## src/rtl/pwm_hl_pkg.sv

```systemverilog
package pwm_hl_pkg;
  localparam int unsigned NUM_CH     = 2;
  localparam int unsigned NUM_SRC    = 4;
  localparam int unsigned CNT_W      = 16;
  localparam int unsigned DIV_W      = 7;
  localparam int unsigned SEL_W      = $clog2(NUM_SRC);
  localparam int unsigned DATA_W     = 2 * CNT_W;
  localparam int unsigned ADDR_W     = 2;
  localparam int unsigned CTRL_ADDR  = NUM_CH;
  localparam int unsigned SEL_BASE   = 4;
  localparam int unsigned CH_STRIDE  = 8;
  localparam int unsigned DIV_BASE   = 8;

  typedef enum logic {PH_HIGH = 1'b0, PH_LOW = 1'b1} phase_e;

  typedef struct packed {
    logic             en;
    logic             gate;
    logic [SEL_W-1:0] sel;
    logic [DIV_W-1:0] div;
  } ch_cfg_t;

  function automatic int unsigned en_pos(int unsigned ch);
    return ch;
  endfunction
  function automatic int unsigned sel_pos(int unsigned ch);
    return SEL_BASE + SEL_W * ch;
  endfunction
  function automatic int unsigned div_pos(int unsigned ch);
    return DIV_BASE + CH_STRIDE * ch;
  endfunction
  function automatic int unsigned gate_pos(int unsigned ch);
    return DIV_BASE + DIV_W + CH_STRIDE * ch;
  endfunction

  function automatic logic [DATA_W-1:0] ctrl_mask();
    logic [DATA_W-1:0] m;
    m = '0;
    for (int unsigned ch = 0; ch < NUM_CH; ch++) begin
      m[en_pos(ch)] = 1'b1;
      m[gate_pos(ch)] = 1'b1;
      for (int unsigned b = 0; b < SEL_W; b++) m[sel_pos(ch)+b] = 1'b1;
      for (int unsigned b = 0; b < DIV_W; b++) m[div_pos(ch)+b] = 1'b1;
    end
    return m;
  endfunction
endpackage

```

## src/rtl/pwm_hl_regs.sv

```systemverilog
module pwm_hl_regs
  import pwm_hl_pkg::*;
(
  input  logic                         clk_i,
  input  logic                         rst_ni,
  input  logic                         wr_i,
  input  logic                         rd_i,
  input  logic [ADDR_W-1:0]            addr_i,
  input  logic [DATA_W-1:0]            wdata_i,
  output logic [DATA_W-1:0]            rdata_o,
  output logic [NUM_CH-1:0][CNT_W-1:0] hi_o,
  output logic [NUM_CH-1:0][CNT_W-1:0] lo_o,
  output ch_cfg_t [NUM_CH-1:0]         cfg_o
);
  localparam logic [DATA_W-1:0] CTRL_MASK = ctrl_mask();

  logic [NUM_CH-1:0][DATA_W-1:0] data_q;
  logic [DATA_W-1:0]             ctrl_q;
  logic [DATA_W-1:0]             rdata_d, rdata_q;

  always_ff @(posedge clk_i or negedge rst_ni) begin
    if (!rst_ni) begin
      data_q <= '0;
      ctrl_q <= '0;
    end else if (wr_i) begin
      for (int unsigned ch = 0; ch < NUM_CH; ch++)
        if (addr_i == ADDR_W'(ch)) data_q[ch] <= wdata_i;
      if (addr_i == ADDR_W'(CTRL_ADDR)) ctrl_q <= wdata_i & CTRL_MASK;
    end
  end

  always_comb begin
    rdata_d = '0;
    for (int unsigned ch = 0; ch < NUM_CH; ch++)
      if (addr_i == ADDR_W'(ch)) rdata_d = data_q[ch];
    if (addr_i == ADDR_W'(CTRL_ADDR)) rdata_d = ctrl_q;
  end

  always_ff @(posedge clk_i or negedge rst_ni) begin
    if (!rst_ni)   rdata_q <= '0;
    else if (rd_i) rdata_q <= rdata_d;
  end
  assign rdata_o = rdata_q;

  always_comb begin
    for (int unsigned ch = 0; ch < NUM_CH; ch++) begin
      hi_o[ch]       = data_q[ch][DATA_W-1:CNT_W];
      lo_o[ch]       = data_q[ch][CNT_W-1:0];
      cfg_o[ch].en   = ctrl_q[en_pos(ch)];
      cfg_o[ch].gate = ctrl_q[gate_pos(ch)];
      cfg_o[ch].sel  = ctrl_q[sel_pos(ch) +: SEL_W];
      cfg_o[ch].div  = ctrl_q[div_pos(ch) +: DIV_W];
    end
  end


  unused_word_chk: assert property (@(posedge clk_i) disable iff (!rst_ni)
    rd_i && (addr_i == ADDR_W'(NUM_SRC - 1)) |=> rdata_o == '0);
endmodule

```

## src/rtl/pwm_hl_prescale.sv

```systemverilog
module pwm_hl_prescale
  import pwm_hl_pkg::*;
(
  input  logic               clk_i,
  input  logic               rst_ni,
  input  logic [NUM_SRC-1:0] src_i,
  input  logic [SEL_W-1:0]   sel_i,
  input  logic [DIV_W-1:0]   div_i,
  input  logic               gate_i,
  output logic               tick_o
);
  logic [DIV_W-1:0] cnt_q;
  logic             src_pulse, wrap;

  assign src_pulse = src_i[sel_i];
  assign wrap      = cnt_q >= div_i;
  assign tick_o    = gate_i && src_pulse && wrap;

  always_ff @(posedge clk_i or negedge rst_ni) begin
    if (!rst_ni)                 cnt_q <= '0;
    else if (!gate_i)            cnt_q <= '0;
    else if (src_pulse && wrap)  cnt_q <= '0;
    else if (src_pulse)          cnt_q <= cnt_q + 1'b1;
  end


  wrap_clear_chk: assert property (@(posedge clk_i) disable iff (!rst_ni)
    tick_o |=> cnt_q == '0);
endmodule

```

## src/rtl/pwm_hl_chan.sv

```systemverilog
module pwm_hl_chan
  import pwm_hl_pkg::*;
(
  input  logic             clk_i,
  input  logic             rst_ni,
  input  logic             en_i,
  input  logic             gate_i,
  input  logic             tick_i,
  input  logic [CNT_W-1:0] hi_i,
  input  logic [CNT_W-1:0] lo_i,
  output logic             pwm_o
);
  phase_e           phase_q;
  logic [CNT_W-1:0] cnt_q, hi_act_q, lo_act_q;
  logic [CNT_W:0]   cnt_nxt;

  assign cnt_nxt = {1'b0, cnt_q} + 1'b1;

  always_ff @(posedge clk_i or negedge rst_ni) begin
    if (!rst_ni) begin
      phase_q  <= PH_HIGH;
      cnt_q    <= '0;
      hi_act_q <= '0;
      lo_act_q <= '0;
    end else if (!en_i) begin
      phase_q  <= PH_HIGH;
      cnt_q    <= '0;
      hi_act_q <= hi_i;
      lo_act_q <= lo_i;
    end else if (tick_i) begin
      if (phase_q == PH_HIGH) begin
        if (cnt_nxt >= {1'b0, hi_act_q}) begin
          phase_q <= PH_LOW;
          cnt_q   <= '0;
        end else cnt_q <= cnt_nxt[CNT_W-1:0];
      end else begin
        // zero low count still ends after one tick
        if (cnt_nxt >= {1'b0, lo_act_q}) begin
          phase_q  <= PH_HIGH;
          cnt_q    <= '0;
          hi_act_q <= hi_i;
          lo_act_q <= lo_i;
        end else cnt_q <= cnt_nxt[CNT_W-1:0];
      end
    end
  end

  assign pwm_o = en_i && (phase_q == PH_HIGH) && (hi_act_q != '0);


  gate_no_tick_chk: assert property (@(posedge clk_i) disable iff (!rst_ni)
    !gate_i |-> !tick_i);

  hi_bound_chk: assert property (@(posedge clk_i) disable iff (!rst_ni)
    en_i && phase_q == PH_HIGH && hi_act_q != '0 |-> cnt_q < hi_act_q);

  lo_bound_chk: assert property (@(posedge clk_i) disable iff (!rst_ni)
    en_i && phase_q == PH_LOW |-> (lo_act_q == '0 ? cnt_q == '0 : cnt_q < lo_act_q));

  act_hold_chk: assert property (@(posedge clk_i) disable iff (!rst_ni)
    en_i && phase_q == PH_HIGH |=> !en_i || ($stable(hi_act_q) && $stable(lo_act_q)));
endmodule

```

## src/rtl/pwm_hl_top.sv

```systemverilog
module pwm_hl_top
  import pwm_hl_pkg::*;
(
  input  logic                 clk_i,
  input  logic                 rst_ni,
  input  logic                 wr_i,
  input  logic                 rd_i,
  input  logic [ADDR_W-1:0]    addr_i,
  input  logic [DATA_W-1:0]    wdata_i,
  output logic [DATA_W-1:0]    rdata_o,
  input  logic [NUM_SRC-1:0]   src_tick_i,
  output logic [NUM_CH-1:0]    pwm_o
);
  logic [NUM_CH-1:0][CNT_W-1:0] hi, lo;
  ch_cfg_t [NUM_CH-1:0]         cfg;
  logic [NUM_CH-1:0]            tick;

  pwm_hl_regs u_regs (
    .clk_i, .rst_ni, .wr_i, .rd_i, .addr_i, .wdata_i, .rdata_o,
    .hi_o(hi), .lo_o(lo), .cfg_o(cfg)
  );

  for (genvar ch = 0; ch < NUM_CH; ch++) begin : g_ch
    pwm_hl_prescale u_pre (
      .clk_i, .rst_ni,
      .src_i (src_tick_i),
      .sel_i (cfg[ch].sel),
      .div_i (cfg[ch].div),
      .gate_i(cfg[ch].gate),
      .tick_o(tick[ch])
    );
    pwm_hl_chan u_chan (
      .clk_i, .rst_ni,
      .en_i  (cfg[ch].en),
      .gate_i(cfg[ch].gate),
      .tick_i(tick[ch]),
      .hi_i  (hi[ch]),
      .lo_i  (lo[ch]),
      .pwm_o (pwm_o[ch])
    );
  end
endmodule

```

## config.mk

```make
export PLATFORM = sky130hd
export DESIGN_NAME = pwm_hl_top
export DESIGN_NICKNAME = d
export VERILOG_FILES = /design/src/rtl/pwm_hl_pkg.sv /design/src/rtl/pwm_hl_regs.sv /design/src/rtl/pwm_hl_prescale.sv /design/src/rtl/pwm_hl_chan.sv /design/src/rtl/pwm_hl_top.sv
export SDC_FILE = /design/constraint.sdc
export NUM_CORES = 1
export LEC_CHECK = 0
export BUFFER_PORTS_ARGS = -buffer_cell sky130_fd_sc_hd__clkbuf_2
export CAP_MARGIN = 15
export CORE_UTILIZATION = 66
export DETAILED_ROUTE_END_ITERATION = 16
export PLACE_DENSITY_LB_ADDON = 0.05
export SYNTH_ARGS = -nofsm -noshare
export SYNTH_HDL_FRONTEND = slang
export SYNTH_SLANG_ARGS = --single-unit
```

## constraint.sdc

```tcl
create_clock -name clk_i -period 9.9 [get_ports clk_i]
set_input_delay 0.495 -clock clk_i [delete_from_list [all_inputs] [get_ports clk_i]]
set_output_delay 0.495 -clock clk_i [all_outputs]
set_load 0.05 [all_outputs]
```

==> results of run 1 <==
-- layer usage --
| metal | part of all wire (%) | vias up | GRT usage [%] |
|---|---|---|---|
| met4 | 2.8 | 0 | 9.78 |
| li1 | - | 4043 | - |
| met1 | 47 | 4223 | 44.2 |
| met3 | 3.9 | 52 | 3.80 |
| met5 | 0 | - | 0 |
| met2 | 47 | 211 | 49.8 |
-- cell usage in the layout, fill, tap and decap left out, types with 11 or more instances in the layout --
| cell | count |
|---|---|
| sky130_fd_sc_hd__o22ai_1 | 13 |
| sky130_fd_sc_hd__inv_1 | 97 |
| sky130_fd_sc_hd__mux2_2 | 117 |
| sky130_fd_sc_hd__mux2i_1 | 36 |
| sky130_fd_sc_hd__a21o_1 | 12 |
| sky130_fd_sc_hd__nand2_1 | 49 |
| sky130_fd_sc_hd__mux2_1 | 34 |
| sky130_fd_sc_hd__o21ai_0 | 23 |
| sky130_fd_sc_hd__clkbuf_2 | 74 |
| sky130_fd_sc_hd__dfrtp_1 | 230 |
| sky130_fd_sc_hd__xnor2_1 | 21 |
| sky130_fd_sc_hd__clkbuf_16 | 25 |
| sky130_fd_sc_hd__nand3_1 | 27 |
| sky130_fd_sc_hd__a21oi_1 | 63 |
| sky130_fd_sc_hd__nand4_1 | 19 |
| sky130_fd_sc_hd__buf_4 | 11 |
| sky130_fd_sc_hd__and3_1 | 12 |
| sky130_fd_sc_hd__a31oi_1 | 17 |
| sky130_fd_sc_hd__ha_1 | 82 |
| sky130_fd_sc_hd__nor2_1 | 78 |
-- power groups by stage --
stage	clock network, mW	registers (mW)	logic (mW)
floorplan	0	1.33	0.470
global placement	0	1.34	0.664
detailed placement	0	1.35	0.683
CTS	0.944	1.33	0.694
global route	0.973	1.36	0.775
finish	0.935	1.34	0.690
-- state kept, by name, summed over array words and instances, names as in the netlist --
register	flops
g_ch.u_chan.cnt_q	32
g_ch.u_chan.phase_q	2
u_regs.rdata_o	32
u_regs.ctrl_q	22
u_regs.lo_o	32
g_ch.u_pre.cnt_q	14
u_regs.hi_o	32
g_ch.u_chan.hi_act_q	32
g_ch.u_chan.lo_act_q	32
-- Yosys cell counts (all sizes together) (4+ instances only) --
cell	number
dfrtp	230
mux2	151
inv	97
ha	82
nor2	80
a21oi	63
nand2	50
mux2i	36
nand3	29
clkbuf	27
o21ai	26
xnor2	21
nand4	19
buf	18
a31oi	17
a22o	14
o22ai	13
a21o	12
and3	12
nor4	11
and2	10
nor2b	10
xor2	10
o31ai	7
nand2b	6
nor3	5
a211oi	4
o21a	4
o21bai	4
-- cell type report --
type	count	area (um^2)	area share, %
clock buffer	34	709	5.22
timing repair buffer	88	515	3.80
clock inverter	5	100	0.737
tap	229	287	2.11
inverter	97	364	2.68
multi-input combinational	729	5850	43.1
sequential	230	5760	42.4
-- worst max-delay path, delay by kind of cell, from the launching register on --
family	cells	cell delay, ns
AOI/OAI and AO/OA	5	1.82
adders and majority gates	2	0.58
DFF	1	0.46
and+or+nand+nor	2	0.44
xor gates and xnor gates	1	0.38
muxes	1	0.30
-- per-stage QoR --
step                setup slack (ns)  hold WS [ns]  cell area (um^2)
floorplan                       6.50         0.199             12200
global placement                5.98         0.470             12700
detailed placement              5.97         0.475             12700
CTS                             5.93        0.0295             13500
global route                    5.62        0.0749             13600
finish                          5.86        0.0115             13600
-- cells by family after synthesis --
| group | Yosys count | synth area share [%] |
|---|---|---|
| adders and majority gates | 82 | 8.41 |
| muxes | 189 | 17.3 |
| xor gates and xnor gates | 31 | 2.23 |
| buffers and inverters | 142 | 4.92 |
| and+or+nand+nor | 246 | 10.2 |
| DFF | 230 | 47.2 |
| AOI/OAI and AO/OA | 181 | 9.84 |
-- how the worst max path moves through the flow --
stage	from	endpoint	slack, ns	depth (start not counted)
2_1_floorplan	g_ch[1].u_chan.cnt_q[4]	g_ch[1].u_chan.cnt_q[2]	6.50	14
3_3_place_gp	g_ch[1].u_chan.cnt_q[0]	g_ch[1].u_chan.cnt_q[6]	5.98	14
3_5_place_dp	g_ch[0].u_chan.cnt_q[0]	g_ch[0].u_chan.cnt_q[0]	5.97	11
4_1_cts	g_ch[0].u_chan.cnt_q[0]	g_ch[0].u_chan.cnt_q[0]	5.93	11
5_1_grt	g_ch[1].u_chan.cnt_q[0]	g_ch[1].u_chan.lo_act_q[5]	5.62	14
6_report	g_ch[0].u_chan.cnt_q[0]	g_ch[0].u_chan.cnt_q[0]	5.86	11
==> implementation parameters, run 1 <==
Parameter                              Value

Logic synthesis
  Sequential cell area fraction in the yosys report ... 47.2%
  Fraction of synthesis flops using an asynchronous set or reset pin ... 100%
  Most used flip-flop cell after synthesis ... sky130_fd_sc_hd__dfrtp_1
  Post-Synthesis Net Count ... 1225
  Average footprint of a synthesized cell ... 11.1 um^2
  Cell type with the highest aggregate area in the netlist ... sky130_fd_sc_hd__dfrtp_1
  Number of synthesized register bits ... 230
  Total number of yosys warnings ... 0
  Total standard cell area after synthesis ... 12200 um^2
  Number of standard cells after synthesis ... 1101
  Library cells used by synthesis ... 69
  Area share of the largest cell type after synthesis ... 47.2%
  Number of enable flip-flop cells after synthesis ... 0
  Cell types with the largest area share after synthesis ... sky130_fd_sc_hd__dfrtp_1 47%, sky130_fd_sc_hd__mux2_2 11%, sky130_fd_sc_hd__ha_1 8.4%

Clock network
  Register clock-pin slew on the reported worst setup and hold paths ... 0.06 ns
  Quantity of hold-fixing buffers added after cts ... 0
  Post-CTS Setup Inserts ... 0
  Library cell used as clock root buffer ... sky130_fd_sc_hd__clkbuf_16
  Clock Sink Count ... 230
  H-tree Lvls ... 1
  Clock Latency Late Sink ... 0.51 ns
  Number of gates given a new drive strength after cts ... 0
  Buffers from clock root to sink, at most ... 3
  Number of buffers added by the clock tree synthesis step ... 24
  CTS tree ... yes

Floorplanning
  Chip height ... 138 um
  Standard cell core area ... 18000 um^2
  Die footprint ... 19000 um^2
  Floorplan row count ... 49
  Die Width ... 138 um
  Number of top-level pins ... 76
  Initial Utilization ... 67.7%

Timing
  Final-report max-slew violation count ... 0
  F_max ... 0.248 GHz
  Period minus WS final ... 4.04 ns
  Setup Total Neg Slack ... 0 ns
  Worst slew slack as a fraction of its limit ... 29.5%
  Worst-Margin Slew ... 1.05 ns
  Setup Skew ... 0.0119 ns
  Final setup violation count ... 0
  RSZ-0062 raised after global routing ... false
  Hold Violations, Final ... 0
  Final critical-path share of the clock period ... 40.8%

Drt
  WL/cell ... 20.2 um
  Total DRC errors in the routed layout ... 0
  Overall via count from detail_route ... 8529
  First DRT Iteration DRCs ... 567
  Wire length reported by the detailed router ... 28500 um
  Ratio of routed vias to standard cells ... 6.04
  Number of iterations in the first detailed-routing pass ... 6
  Antenna viol nets, final ... 0

Worst setup path
  RR Startpoint ... g_ch[0].u_chan.cnt_q[0]
  Worst Reg2Reg Path Length in Cells ... 11
  Critical-path top delay cell ... sky130_fd_sc_hd__o31ai_2
  Register-to-register setup slack ... 5.86 ns
  Sequence of cells on the critical path ... ha_1, nand2_1, nor2_1, xor2_1, ha_1, a22o_1, o41ai_1, a31oi_1, o21a_1, o31ai_2, mux2_2
  Arrival time of data at the critical path endpoint ... 4.49 ns
  Most numerous cell on the critical path ... sky130_fd_sc_hd__ha_1
  Peak fanout along the critical path ... 14
  Startpoint kind of the worst setup timing path ... register
  Capture instance of the worst register-to-register path ... g_ch[0].u_chan.cnt_q[0]
  Worst path max stage delay ... 0.87 ns
  Critical Path Sink Type ... register
  Worst setup path category ... register to register
  WP data required ... 10.35 ns

Min path
  Worst min-delay path class ... input port to async pin

Pwr
  Max rail drop VDD ... 0.000187 V
  Overall Power ... 2.96 mW
  Switching share of power ... 32.0%
  Leakage dissipation ... 6.55 nW
  Pwr dens ... 218 nW/um^2
  Flop pwr share ... 45.2%
  Combinational cell fraction of total power ... 23.3%
  Psw ... 0.948 mW
  Share of power burned in the clock network ... 31.5%
  Total internal power ... 2.02 mW

Final layout
  Area grow syn2layout ... 11.3%
  Proportion of layout cells with a drive suffix above 1 ... 22.7%
  Final cell count without fillers ... 1412
  Final #Nets ... 1294
  Final Util ... 75.4%
  Number of diodes added for antenna fixing ... 0
  Number of fillers in the final layout ... 1240

Flow run
  Maxcap violations ... 0

GRT
  Global-route wire length before repair ... 44800 um
  Total routing resource utilization after global routing ... 31.1%
  Via count of the first global-routing pass ... 8327
  Residual overflow from global routing ... 0
  Antenna violations before repair ... 0
  Maximum number of pins on one net before global-route repair ... 95

Placement
  Cell total after placement ... 1371
  IO buf count ... 75
  Final RePlAce weighted congestion ... 0.899
  Hpwl dp ... 19900 um

Run status
  Result of the run ... completed
(Power assumes the default switching activity.)
==> run 2, diff against run 1 <==
--- a/config.mk
+++ b/config.mk
@@ -7,7 +7,7 @@
 export LEC_CHECK = 0
 export BUFFER_PORTS_ARGS = -buffer_cell sky130_fd_sc_hd__clkbuf_2
 export CAP_MARGIN = 15
-export CORE_UTILIZATION = 66
+export CORE_UTILIZATION = 55
 export DETAILED_ROUTE_END_ITERATION = 16
 export PLACE_DENSITY_LB_ADDON = 0.05
 export SYNTH_ARGS = -nofsm -noshare
==> constraint.sdc (replaced) <==
create_clock -name clk_i -period 3.2 [get_ports clk_i]
set_input_delay 0.16 -clock clk_i [delete_from_list [all_inputs] [get_ports clk_i]]
set_output_delay 0.16 -clock clk_i [all_outputs]
set_load 0.05 [all_outputs]
==> run 2 against run 1 <==
  * The run now ends with setup timing left
  * Non-clock buffer count increased by 144
  * Register-to-register slack got worse by 5.9 ns
  * Global-route usage decreased by 3.3 points
  * Combinational power increased to 3.9 times the previous value
  * Sequential share of layout area down 6.1 points
  * Sequential power rose to 3.1 times the previous value
  * Critical path depth grew 4
  * Sequential cell count stayed put
  * Design area up 17%
  * Routed wire length rose by 11%
  * Final cell count increased by 14%
==> implementation parameters, run 2 (synthesis results as in run 1) <==
Parameter                              Value

Run status
  Result of the run ... finished, violations left
  Failing checks ... setup timing

Drt
  First DRT Iteration DRCs ... 429
  WL/cell ... 19.6 um
  Ratio of routed vias to standard cells ... 5.65
  Wire length reported by the detailed router ... 31700 um
  Overall via count from detail_route ... 9137
  Number of iterations in the first detailed-routing pass ... 5
  Antenna viol nets, final ... 0
  Total DRC errors in the routed layout ... 0

Final layout
  Sequential cell area in the final layout ... 5760 um^2
  Number of diodes added for antenna fixing ... 0
  Multi-input combinational cell area ... 6650 um^2
  Final #Nets ... 1440
  Most common library cell in the layout ignoring fill and taps ... sky130_fd_sc_hd__dfrtp_1
  Area grow syn2layout ... 30.1%
  Most used cells in the layout excluding fill and tap cells ... 230 x sky130_fd_sc_hd__dfrtp_1, 110 x sky130_fd_sc_hd__mux2_2, 100 x sky130_fd_sc_hd__buf_4, 97 x sky130_fd_sc_hd__inv_1, 74 x sky130_fd_sc_hd__clkbuf_2
  Final Util ... 73.0%
  Final standard cell area without fillers ... 15900 um^2
  Proportion of layout cells with a drive suffix above 1 ... 36.9%
  Number of fillers in the final layout ... 1565

Pwr
  Overall Power ... 9.87 mW
  Leakage dissipation ... 7.67 nW
  Pwr dens ... 622 nW/um^2
  Max rail drop VDD ... 0.000410 V

Clock network
  Clock Sink Count ... 230
  Library cell used as clock root buffer ... sky130_fd_sc_hd__clkbuf_16
  CTS tree ... yes
  Clock Latency Late Sink ... 0.53 ns
  Buffers from clock root to sink, at most ... 3
  Number of buffers added by the clock tree synthesis step ... 26
  Register clock-pin slew on the reported worst setup and hold paths ... 0.07 ns
  H-tree Lvls ... 1

GRT
  Global-route wire length before repair ... 48400 um
  Residual overflow from global routing ... 0
  Maximum number of pins on one net before global-route repair ... 66
  Total routing resource utilization after global routing ... 27.8%
  Via count of the first global-routing pass ... 9029
  Antenna violations before repair ... 0

Worst setup path
  Critical-path top delay cell ... sky130_fd_sc_hd__dfrtp_1
  Worst path max stage delay ... 0.39 ns
  Worst Reg2Reg Path Length in Cells ... 15
  Peak fanout along the critical path ... 8
  Capture instance of the worst register-to-register path ... g_ch[1].u_chan.hi_act_q[10]
  Startpoint kind of the worst setup timing path ... register
  Sequence of cells on the critical path ... ha_2, and3_4, nand3_4, and3b_2, xor2_4, ha_4, nand4_1, nor2_2, buf_4, and3_4, nor4_4, a311oi_4, buf_6, buf_12, mux2_4
  RR Startpoint ... g_ch[1].u_chan.cnt_q[0]
  Arrival time of data at the critical path endpoint ... 3.64 ns
  Worst setup path category ... register to register
  Critical Path Sink Type ... register
  Most numerous cell on the critical path ... sky130_fd_sc_hd__and3_4
  Register-to-register setup slack ... -0.03 ns
  WP data required ... 3.60 ns

Timing
  Worst slew slack as a fraction of its limit ... 42.5%
  F_max ... 0.309 GHz
  Hold Violations, Final ... 0
  Final setup violation count ... 34
  Setup slack after layout ... -0.0343 ns
  Post-Route Hold Slack ... 0.177 ns
  Period minus WS final ... 3.23 ns
  RSZ-0062 raised after global routing ... true
  Final-report max-slew violation count ... 0
  Final critical-path share of the clock period ... 101%
  Worst-Margin Slew ... 0.862 ns
  Setup Skew ... 0.0110 ns

Floorplanning
  Standard cell core area ... 21800 um^2
  Initial Utilization ... 56.1%
  Number of top-level pins ... 76
  Die footprint ... 22800 um^2
  Floorplan row count ... 54
  Chip height ... 151 um
  Die Width ... 151 um

Min path
  Worst min-delay path class ... input port to async pin

Placement
  Final RePlAce weighted congestion ... 0.917
  Hpwl dp ... 21300 um
  Post-place instance area ... 13500 um^2
  Minimum setup slack after placement ... -0.102 ns
  IO buf count ... 75

Flow run
  Maxcap violations ... 0
-- run 2: changes by cell type in the layout (fill, tap and decap cells not counted), moves of 11 or more --
cell,delta
sky130_fd_sc_hd__buf_4,+89
sky130_fd_sc_hd__buf_6,+15
sky130_fd_sc_hd__dlygate4sd3_1,+33
sky130_fd_sc_hd__ha_1,-13
sky130_fd_sc_hd__ha_4,+11
sky130_fd_sc_hd__mux2_1,-31
sky130_fd_sc_hd__mux2_4,+38
sky130_fd_sc_hd__xnor2_1,-11
-- run 2: how the worst max path moves through the flow --
stage	start	to	slack [ns]
floorplan	g_ch[1].u_chan.cnt_q[0]	g_ch[1].u_chan.cnt_q[2]	0.004
global placement	g_ch[0].u_chan.cnt_q[0]	g_ch[0].u_chan.cnt_q[5]	-0.08
detailed placement	g_ch[0].u_chan.cnt_q[0]	g_ch[0].u_chan.cnt_q[8]	-0.10
CTS	g_ch[1].u_chan.cnt_q[1]	g_ch[1].u_chan.lo_act_q[7]	-0.06
global route	g_ch[0].u_chan.cnt_q[0]	g_ch[0].u_chan.hi_act_q[4]	-0.17
finish	g_ch[1].u_chan.cnt_q[0]	g_ch[1].u_chan.hi_act_q[10]	-0.03
-- run 2: final cells by class --
cell class,count,area share [%]
multi-input cells,729,41.9
flip-flops and latches,230,36.3
repair buffers,232,11.6
clock buffers,37,4.87
inverters,97,2.29
well taps,280,2.21
clock inverters,11,0.812
-- run 2: repair_timing --
item,CTS,global route
gates resized for setup,48,108
hold endpoints to repair,147,0
setup endpoints to repair,94,96
cloned,5,3
pin swaps,13,43
buffers inserted,25,11
hold buffers,33,0
-- run 2: per-layer routing --
| metal | GRT usage [%] | vias up | part of all wire (%) |
|---|---|---|---|
| met4 | 7.80 | 0 | 2.3 |
| met2 | 45.0 | 209 | 48 |
| li1 | - | 4347 | - |
| met1 | 39.3 | 4527 | 46 |
| met3 | 3.34 | 54 | 3.5 |
| met5 | 0 | - | 0 |
-- run 2: power breakdown --
group / switching [mW] / leakage [nW] / total (mW) / internal, mW
clock network: 1.22 / 0.440 / 3.08 / 1.85
registers: 0.567 / 2.84 / 4.11 / 3.55
logic: 1.36 / 4.40 / 2.68 / 1.32
total: 3.15 / 7.67 / 9.87 / 6.71
-- run 2: per-stage QoR --
stage / std cells / TNS (ns)
detailed placement: 1503 / -5.38
finish: 1616 / -0.655
global route: 1616 / -10.04
global placement: 1503 / -2.53
CTS: 1603 / -1.44
floorplan: 1101 / 0
-- run 2: critical path, delay by kind of cell, from the launching register on --
kind | cells | cell delay (ns)
flip-flops | 1 | 0.39
buffers and inverters | 3 | 0.47
XOR/XNOR | 1 | 0.18
AO/OA/AOI/OAI | 1 | 0.33
multiplexers | 1 | 0.31
adder cells (fa/ha/maj) | 2 | 0.48
AND/OR/NAND/NOR | 7 | 0.97
